**src/rtl/chsel_pkg.sv**
```systemverilog
// Shared definitions for the channel select registers.
// Assumes an 8-bit control word; bit positions are fixed because masters decode them.
package chsel_pkg;
    localparam int B_MY   = 0;
    localparam int B_NMY  = 1;
    localparam int B_ON   = 2;
    localparam int B_NON  = 3;
    localparam int B_INIT = 4;
    localparam int B_ZERO = 5;
    localparam int B_TST  = 6;
    localparam int B_XTST = 7;

    // Writable state of one master's control copy.
    typedef struct packed {
        logic xtst;
        logic tst;
        logic init;
        logic on;
        logic my;
    } ctrl_t;
endpackage

```
**src/rtl/chsel_copy.sv**
```systemverilog
// One master's control register copy.
// Decodes writes at CTRL_IDX, presents the next value combinationally so the
// commit logic can act at the same edge, and assembles the read word with the
// other copy's owner and connect bits mirrored in.
// Assumes DATA_W >= 8.
module chsel_copy
    import chsel_pkg::*;
#(
    parameter int IDX_W    = 2,
    parameter int DATA_W   = 8,
    parameter int CTRL_IDX = 1,
    parameter bit RST_ON   = 1'b0
) (
    input  logic              clk,
    input  logic              rst_n,
    input  logic              wr,
    input  logic              rd,
    input  logic [IDX_W-1:0]  idx,
    input  logic [DATA_W-1:0] wdata,
    input  logic              other_my,
    input  logic              other_on,
    output ctrl_t             q,
    output ctrl_t             nxt,
    output logic              hit,
    output logic [DATA_W-1:0] rdata
);
    localparam logic [IDX_W-1:0] SEL_IDX = IDX_W'(CTRL_IDX);

    logic unused_ro;
    assign unused_ro = ^{wdata[B_NMY], wdata[B_NON], wdata[B_ZERO]};

    // Write decode: only this copy's own port at the control index.
    assign hit = wr && (idx == SEL_IDX);

    // Next register value after an optional write.
    always_comb begin
        nxt = q;
        if (hit) begin
            nxt.my   = wdata[B_MY];
            nxt.on   = wdata[B_ON];
            nxt.init = wdata[B_INIT];
            nxt.tst  = wdata[B_TST];
            nxt.xtst = wdata[B_XTST];
        end
    end

    // Register update with variant-dependent reset of the connect bit.
    always_ff @(posedge clk) begin
        if (!rst_n) begin
            q    <= '0;
            q.on <= RST_ON;
        end else begin
            q <= nxt;
        end
    end

    // Read word assembly; anything off the control index reads zero.
    always_comb begin
        rdata = '0;
        if (rd && (idx == SEL_IDX)) begin
            rdata[B_MY]   = q.my;
            rdata[B_NMY]  = other_my;
            rdata[B_ON]   = q.on;
            rdata[B_NON]  = other_on;
            rdata[B_INIT] = q.init;
            rdata[B_TST]  = q.tst;
            rdata[B_XTST] = q.xtst;
        end
    end
endmodule

```
**src/rtl/chsel_commit.sv**
```systemverilog
// Committed channel state.
// Derives the wanted owner and connect state from the next register values,
// applies it at once or holds it until init_done when an initialization was
// asked for, and records which master lost a connected bus.
// Assumes exactly two masters.
module chsel_commit #(
    parameter bit START_CH0 = 1'b1
) (
    input  logic       clk,
    input  logic       rst_n,
    input  logic [1:0] want_my,
    input  logic [1:0] want_on,
    input  logic       init_ask,
    input  logic [1:0] ctrl_hit,
    input  logic       init_done,
    output logic       chan_sel,
    output logic       chan_on,
    output logic       init_req,
    output logic [1:0] lost
);
    logic       tgt_sel;
    logic       tgt_on;
    logic       moved;
    logic       take;
    logic [1:0] lost_set;

    // Target state and whether it differs from the committed one.
    assign tgt_sel = want_my[0] ^ want_my[1];
    assign tgt_on  = want_on[0] ^ want_on[1];
    assign moved   = {tgt_on, tgt_sel} != {chan_on, chan_sel};
    assign take    = init_req ? init_done : (moved && !init_ask);

    // Per-master loss detection on a commit.
    for (genvar k = 0; k < 2; k++) begin : g_loss
        assign lost_set[k] = take && chan_on && (chan_sel == 1'(k))
                             && tgt_on && (tgt_sel != 1'(k));
    end

    // Committed channel and pending flag.
    always_ff @(posedge clk) begin
        if (!rst_n) begin
            chan_sel <= 1'b0;
            chan_on  <= START_CH0;
            init_req <= 1'b0;
        end else begin
            if (take) begin
                chan_sel <= tgt_sel;
                chan_on  <= tgt_on;
            end
            init_req <= init_req ? !init_done : (moved && init_ask);
        end
    end

    // Loss flags: set on losing commit, cleared by the loser's control write.
    always_ff @(posedge clk) begin
        if (!rst_n) lost <= '0;
        else        lost <= lost_set | (lost & ~ctrl_hit);
    end
endmodule

```
**src/rtl/chsel_irq.sv**
```systemverilog
// Interrupt request combiner: own test bit, the other master's cross test bit
// and the loss flag each raise a master's request.
// Assumes two masters; index 1-k is the other master.
module chsel_irq #(
    parameter int NM = 2
) (
    input  logic [NM-1:0] tst,
    input  logic [NM-1:0] xtst,
    input  logic [NM-1:0] lost,
    output logic [NM-1:0] int_req
);
    for (genvar k = 0; k < NM; k++) begin : g_req
        assign int_req[k] = tst[k] | xtst[NM-1-k] | lost[k];
    end
endmodule

```
**src/rtl/chan_select_regs.sv**
```systemverilog
// Top of the dual-master channel select registers.
// Two mirrored control copies, one commit stage and an interrupt combiner.
// Assumes both register ports are synchronous to clk.
module chan_select_regs
    import chsel_pkg::*;
#(
    parameter int IDX_W     = 2,
    parameter int DATA_W    = 8,
    parameter int CTRL_IDX  = 1,
    parameter bit START_CH0 = 1'b1
) (
    input  logic              clk,
    input  logic              rst_n,
    input  logic              m0_wr,
    input  logic              m0_rd,
    input  logic [IDX_W-1:0]  m0_idx,
    input  logic [DATA_W-1:0] m0_wdata,
    output logic [DATA_W-1:0] m0_rdata,
    input  logic              m1_wr,
    input  logic              m1_rd,
    input  logic [IDX_W-1:0]  m1_idx,
    input  logic [DATA_W-1:0] m1_wdata,
    output logic [DATA_W-1:0] m1_rdata,
    input  logic              init_done,
    output logic              chan_sel,
    output logic              chan_on,
    output logic              init_req,
    output logic [1:0]        int_req
);
    localparam int NM = 2;

    logic [NM-1:0]             p_wr, p_rd, hit, reg_my, reg_on, reg_tst, reg_xtst;
    logic [NM-1:0]             nxt_my, nxt_on, nxt_init, lost;
    logic [NM-1:0][IDX_W-1:0]  p_idx;
    logic [NM-1:0][DATA_W-1:0] p_wdata, p_rdata;
    ctrl_t                     q   [NM];
    ctrl_t                     nxt [NM];

    // Gather per-master ports into arrays.
    assign p_wr    = {m1_wr, m0_wr};
    assign p_rd    = {m1_rd, m0_rd};
    assign p_idx   = {m1_idx, m0_idx};
    assign p_wdata = {m1_wdata, m0_wdata};
    assign m0_rdata = p_rdata[0];
    assign m1_rdata = p_rdata[1];

    for (genvar k = 0; k < NM; k++) begin : g_copy
        chsel_copy #(
            .IDX_W(IDX_W), .DATA_W(DATA_W), .CTRL_IDX(CTRL_IDX),
            .RST_ON((k == 0) && START_CH0)
        ) u_copy (
            .clk(clk), .rst_n(rst_n),
            .wr(p_wr[k]), .rd(p_rd[k]), .idx(p_idx[k]), .wdata(p_wdata[k]),
            .other_my(reg_my[NM-1-k]), .other_on(reg_on[NM-1-k]),
            .q(q[k]), .nxt(nxt[k]), .hit(hit[k]), .rdata(p_rdata[k])
        );
        assign reg_my[k]   = q[k].my;
        assign reg_on[k]   = q[k].on;
        assign reg_tst[k]  = q[k].tst;
        assign reg_xtst[k] = q[k].xtst;
        assign nxt_my[k]   = nxt[k].my;
        assign nxt_on[k]   = nxt[k].on;
        assign nxt_init[k] = nxt[k].init & hit[k];
    end

    chsel_commit #(.START_CH0(START_CH0)) u_commit (
        .clk(clk), .rst_n(rst_n),
        .want_my(nxt_my), .want_on(nxt_on), .init_ask(|nxt_init),
        .ctrl_hit(hit), .init_done(init_done),
        .chan_sel(chan_sel), .chan_on(chan_on), .init_req(init_req), .lost(lost)
    );

    chsel_irq #(.NM(NM)) u_irq (
        .tst(reg_tst), .xtst(reg_xtst), .lost(lost), .int_req(int_req)
    );
endmodule

```
**config.mk**
```make
export PLATFORM = sky130hd
export DESIGN_NAME = chan_select_regs
export DESIGN_NICKNAME = d
export VERILOG_FILES = /design/src/rtl/chsel_pkg.sv /design/src/rtl/chsel_copy.sv /design/src/rtl/chsel_commit.sv /design/src/rtl/chsel_irq.sv /design/src/rtl/chan_select_regs.sv
export SDC_FILE = /design/constraint.sdc
export NUM_CORES = 1
export LEC_CHECK = 0
export CELL_PAD_IN_SITES_DETAIL_PLACEMENT = 1
export CELL_PAD_IN_SITES_GLOBAL_PLACEMENT = 1
export CORE_AREA = 2 2 66 68
export CTS_CLUSTER_SIZE = 8
export DETAILED_ROUTE_END_ITERATION = 8
export DIE_AREA = 0 0 68 70
export PLACE_DENSITY = 0.68
export SKIP_LAST_GASP = 1
export SLEW_MARGIN = 5
export SYNTH_ARGS = -nofsm -noshare
export SYNTH_HDL_FRONTEND = slang
export SYNTH_HIERARCHICAL = 1
export SYNTH_SLANG_ARGS = --single-unit
```
**constraint.sdc**
```tcl
create_clock -name clk -period 2.2 [get_ports clk]
set_input_delay 0.44 -clock clk [delete_from_list [all_inputs] [get_ports clk]]
set_output_delay 0.44 -clock clk [all_outputs]
set_load 0.01 [all_outputs]
```
# Yosys cells after proc, flatten, opt, wreduce, memory -nomap -nowiden
# Index checks and enable logic that the tools add are counted.
[word_totals]
reg_bits = 15
word_cells = 54
inputBits = 27
output_inout_bits = 21
[classes]
eq_ne = 3
n_reduce_logical = 16
bitwise = 13
muxes = 8
[ops]
columns = ["op", "n"]
rows = [
  ["1-bit logical AND", 13],
  ["5-bit 2-to-1 mux", 2],
  ["3-bit 2-to-1 mux", 2],
  ["2-bit by 1-bit == test with 1-bit output (second input constant)", 2],
  ["2-bit 2-to-1 mux", 2],
  ["1-bit bitwise OR", 4],
  ["1-bit bitwise AND", 2],
  ["2-bit bitwise AND", 1],
  ["1-bit logical NOT", 2],
  ["1-bit 2-to-1 mux", 2],
  ["2-bit inequality test", 1],
  ["1-bit NOT", 2],
  ["2-bit NOT", 1],
  ["2-bit bitwise OR", 1],
  ["2-bit OR reduction", 1],
  ["1-bit XOR", 2],
]

# Logic depth before layout (Yosys ltp)
[depth]
ltp_word = 13
depth_mapped = 8
ltp_nobuf = 7

# Hierarchy
# The synthesis kept the hierarchy.
[by_module_without_submodules]
columns = ["mod", "seq_area_each_um2", "instances", "area_per_inst_um2", "cells_each"]
rows = [
  ["chsel_copy at g_copy[1].u_copy", 100.1, 1, 346.6, 38],
  ["chsel_copy at g_copy[0].u_copy", 100.1, 1, 340.3, 38],
  ["chsel_commit", 100.1, 1, 254.0, 27],
  ["chsel_irq", 0.0, 1, 12.5, 2],
  ["chan_select_regs", 0.0, 1, 8.8, 1],
]

# Least setup slack after synthesis
# No wires, ideal clock.
[synth_path]
kind = "input to register"
startpoint = "input m0_idx[1]"
endpoint = "register u_commit.lost[0]"
path_buffers = 1
t_required_ps = 2141
cell_stages = 8
setup_slack_ps = 91
arrival_ps = 2050
cell_sequence = "and3b_1 -> buf_6 -> mux2_4 -> a22o_1 -> and2b_1 -> nand4b_1 -> o32ai_1 -> and2_1"
[synth_rtl]
columns = ["element", "line", "rtl"]
rows = [
  ["start, declared", "chan_select_regs.sv:16", "input logic [IDX_W-1:0] m0_idx,"],
  ["end signal, assigned", "chsel_commit.sv:57", "else lost <= lost_set | (lost & ~ctrl_hit);"],
  ["end, declared", "chsel_commit.sv:19", "output logic [1:0] lost"],
]

# Worst setup path after layout
[layout_path]
startpoint = "input m0_rd"
endpoint = "output m0_rdata[3]"
[layout_via]
elab_chain_cells = 2
[layout_lines]
columns = ["element", "line", "rtl"]
rows = [
  ["start, declared", "chan_select_regs.sv:15", "input logic m0_rd,"],
  ["1-bit logical AND", "chsel_copy.sv:60", "if (rd && (idx == SEL_IDX)) begin"],
  ["5-bit 2-to-1 mux", "chsel_copy.sv:60", ""],
  ["end, declared", "chan_select_regs.sv:18", "output logic [DATA_W-1:0] m0_rdata,"],
]
# No other way between the ends.

==> impl_metrics.toml <==
[placed_design]
placed_cells = 198
gp_congestion = 0.721
hpwl_mm = 2.05
numPortBuffers = 39
preCtsSetupSlack_ns = -0.378

[detailed_routing]
drt_wl_total_mm = 2.58
drc_errors = 0
dr.pass1.iters = 3
post_drt_via_cell_ratio = 4.30
vias = 885
first_iter_violations = 8
post_drt_wl_per_cell_um = 12.5
ant_nets = 0

[critical_path]
start_kind = "input pin"
reg2reg_depth = 7
critPathLaunch = "m0_rd"
regToRegSetupSlack_ns = 0.55
worst-path-buf-inv = 3
critical_path_required_ns = 1.76
setup.worst_path.class = "input pin to output pin"
path_cells = "clkdlybuf4s50_1 -> and3b_2 -> buf_4 -> and2_1 -> dlygate4sd2_1"
crit_family = "buffers and inverters"
crit_arrival_ns = 1.64
crit_fanout = 6
r2r_start = "g_copy[0].u_copy/q[2]$_SDFF_PN0_"
endpoint_kind = "output pin"
r2r_end = "u_commit/lost[1]$_SDFF_PN0_"
slowest_delay_ns = 0.39
crit_slowest_cell = "clkdlybuf4s50_1"

[sta]
timing.final.crit_share_pct = 94.7
slew_viol_final = 0
skew_ns = 0.000762
setup_ws_ns = 0.116
hold_viol = 0
fin_crit_ns = 2.08
fmax_mhz = 480
worst_hold_slack_ns = 0.475
grt_setup_unrepaired = "no"
finalSetupViolCount = 0

[job]
cap_viol_max_count = 0

[final_layout]
nets = 182
drive_above_1_share_pct = 17.5
finalNonFillerCells = 206
synthToLayoutAreaGrowth_pct = 62.0
final_cell_mix = "nand2_1, clkdlybuf4s50_1, dlygate4sd2_1"
diodes = 0
final_common_cell = "nand2_1"
final_util_pct = 35.6

[global_routing]
antenna_found_initial = 0
grt_max_degree = 25
grt_pass1_vias = 1015
grt_pass1_wl_mm = 4.40
grtUsageTotal_pct = 12.0
globalRouteOverflowTotal = 0

[die]
die_w_um = 68
die_area_um2 = 4760
die-height_um = 70
num_rows = 24
core_area_um2 = 4140
start_util_pct = 22.0
io_pins = 48

[power]
switching_power_mw = 0.175
leakage_nw = 0.712
power.density_nw_per_um2 = 467
sw_frac_of_total_pct = 25.3
vdd_ir_drop_max_uv = 224
totalPowerFinal_mw = 0.689
power_frac_seq_pct = 42.9
p_clk_share_pct = 32.8
intPower_mw = 0.514
combPwrFrac_pct = 24.3

[min_path]
hp-start = "g_copy[1].u_copy/q[3]$_SDFF_PN0_"
worstHoldEndpoint = "g_copy[1].u_copy/q[3]$_SDFF_PN0_"
holdPathStages = 2
min_path_type = "register to register"

[yosys]
ys_warn_count = 6
synth_nets = 129
avgSynthCellArea_um2 = 8.92
syn-cell-area_um2 = 910
netlist_instances = 102

[clocking]
cts.clk_slew.worst_paths_ns = 0.06
cts_sinks = 15
cts_tree = "yes"
cts_buffers = 3
cts_buffer_depth = 2
h-tree-depth = 1
clock-root-buffer = "clkbuf_8"
insertion_delay_ns = 0.24

[run_status]
outcome = "finished clean"
-- registers in the layout, summed over array words and instances (netlist names) --
signal / cells
u_commit/init_req: 1
u_commit/chan_sel: 1
u_commit/chan_on: 1
g_copy.u_copy/q: 10
u_commit/lost: 2
-- final cells by class --
class,instances,area (um^2)
fillers,503,2670
multi-input cells,77,563
repair buffers,54,485
flip-flops and latches,15,300
well taps,52,65.1
clock buffers,4,45.0
inverters,4,15.0
-- worst max-delay path by stage --
stage / to / slack (ns) / depth (start not counted)
after floorplan: u_commit/lost[0]$_SDFF_PN0_ / 0.14 / 8
after global placement: u_commit/lost[0]$_SDFF_PN0_ / -0.30 / 8
after detailed placement: u_commit/lost[0]$_SDFF_PN0_ / -0.38 / 8
after CTS: m1_rdata[7] / -0.04 / 4
after global routing: u_commit/lost[1]$_SDFF_PN0_ / 0.03 / 9
final: m0_rdata[3] / 0.12 / 5
-- stage by stage --
| stage | instance area, um^2 | setup TNS (ns) |
|---|---|---|
| after global placement | 1400 | -3.30 |
| after global routing | 1470 | 0 |
| final | 1470 | 0 |
| after detailed placement | 1400 | -3.95 |
| after CTS | 1470 | -0.0412 |
| after floorplan | 910 | 0 |
-- tightest hold or removal path, cell delays in order, from the launching register on --
cell,delay [ns]
dfxtp_1,0.32
nand2_1,0.06
mux2i_1,0.06
-- routing by layer --
layer	part of all wire, %	up-vias	wire (um)	track usage (%)
li1	-	438	-	-
met1	40	414	1020	12.8
met2	53	29	1370	22.0
met3	6.6	4	171	3.54
met4	0.70	0	18	3.11
met5	0	-	0	0
-- power by group through the flow --
stage / logic (mW) / clock network [mW] / registers (mW)
after floorplan: 0.0780 / 0 / 0.300
after global placement: 0.161 / 0 / 0.301
after detailed placement: 0.167 / 0 / 0.302
after CTS: 0.170 / 0.230 / 0.296
after global routing: 0.184 / 0.248 / 0.298
final: 0.167 / 0.226 / 0.296
-- what timing repair did --
item,CTS,global route
hold buffers,0,0
endpoints found under the setup margin,19,1
pin swaps,4,0
setup buffers,4,0
gates resized for setup,23,1
(Power assumes the default switching activity.)
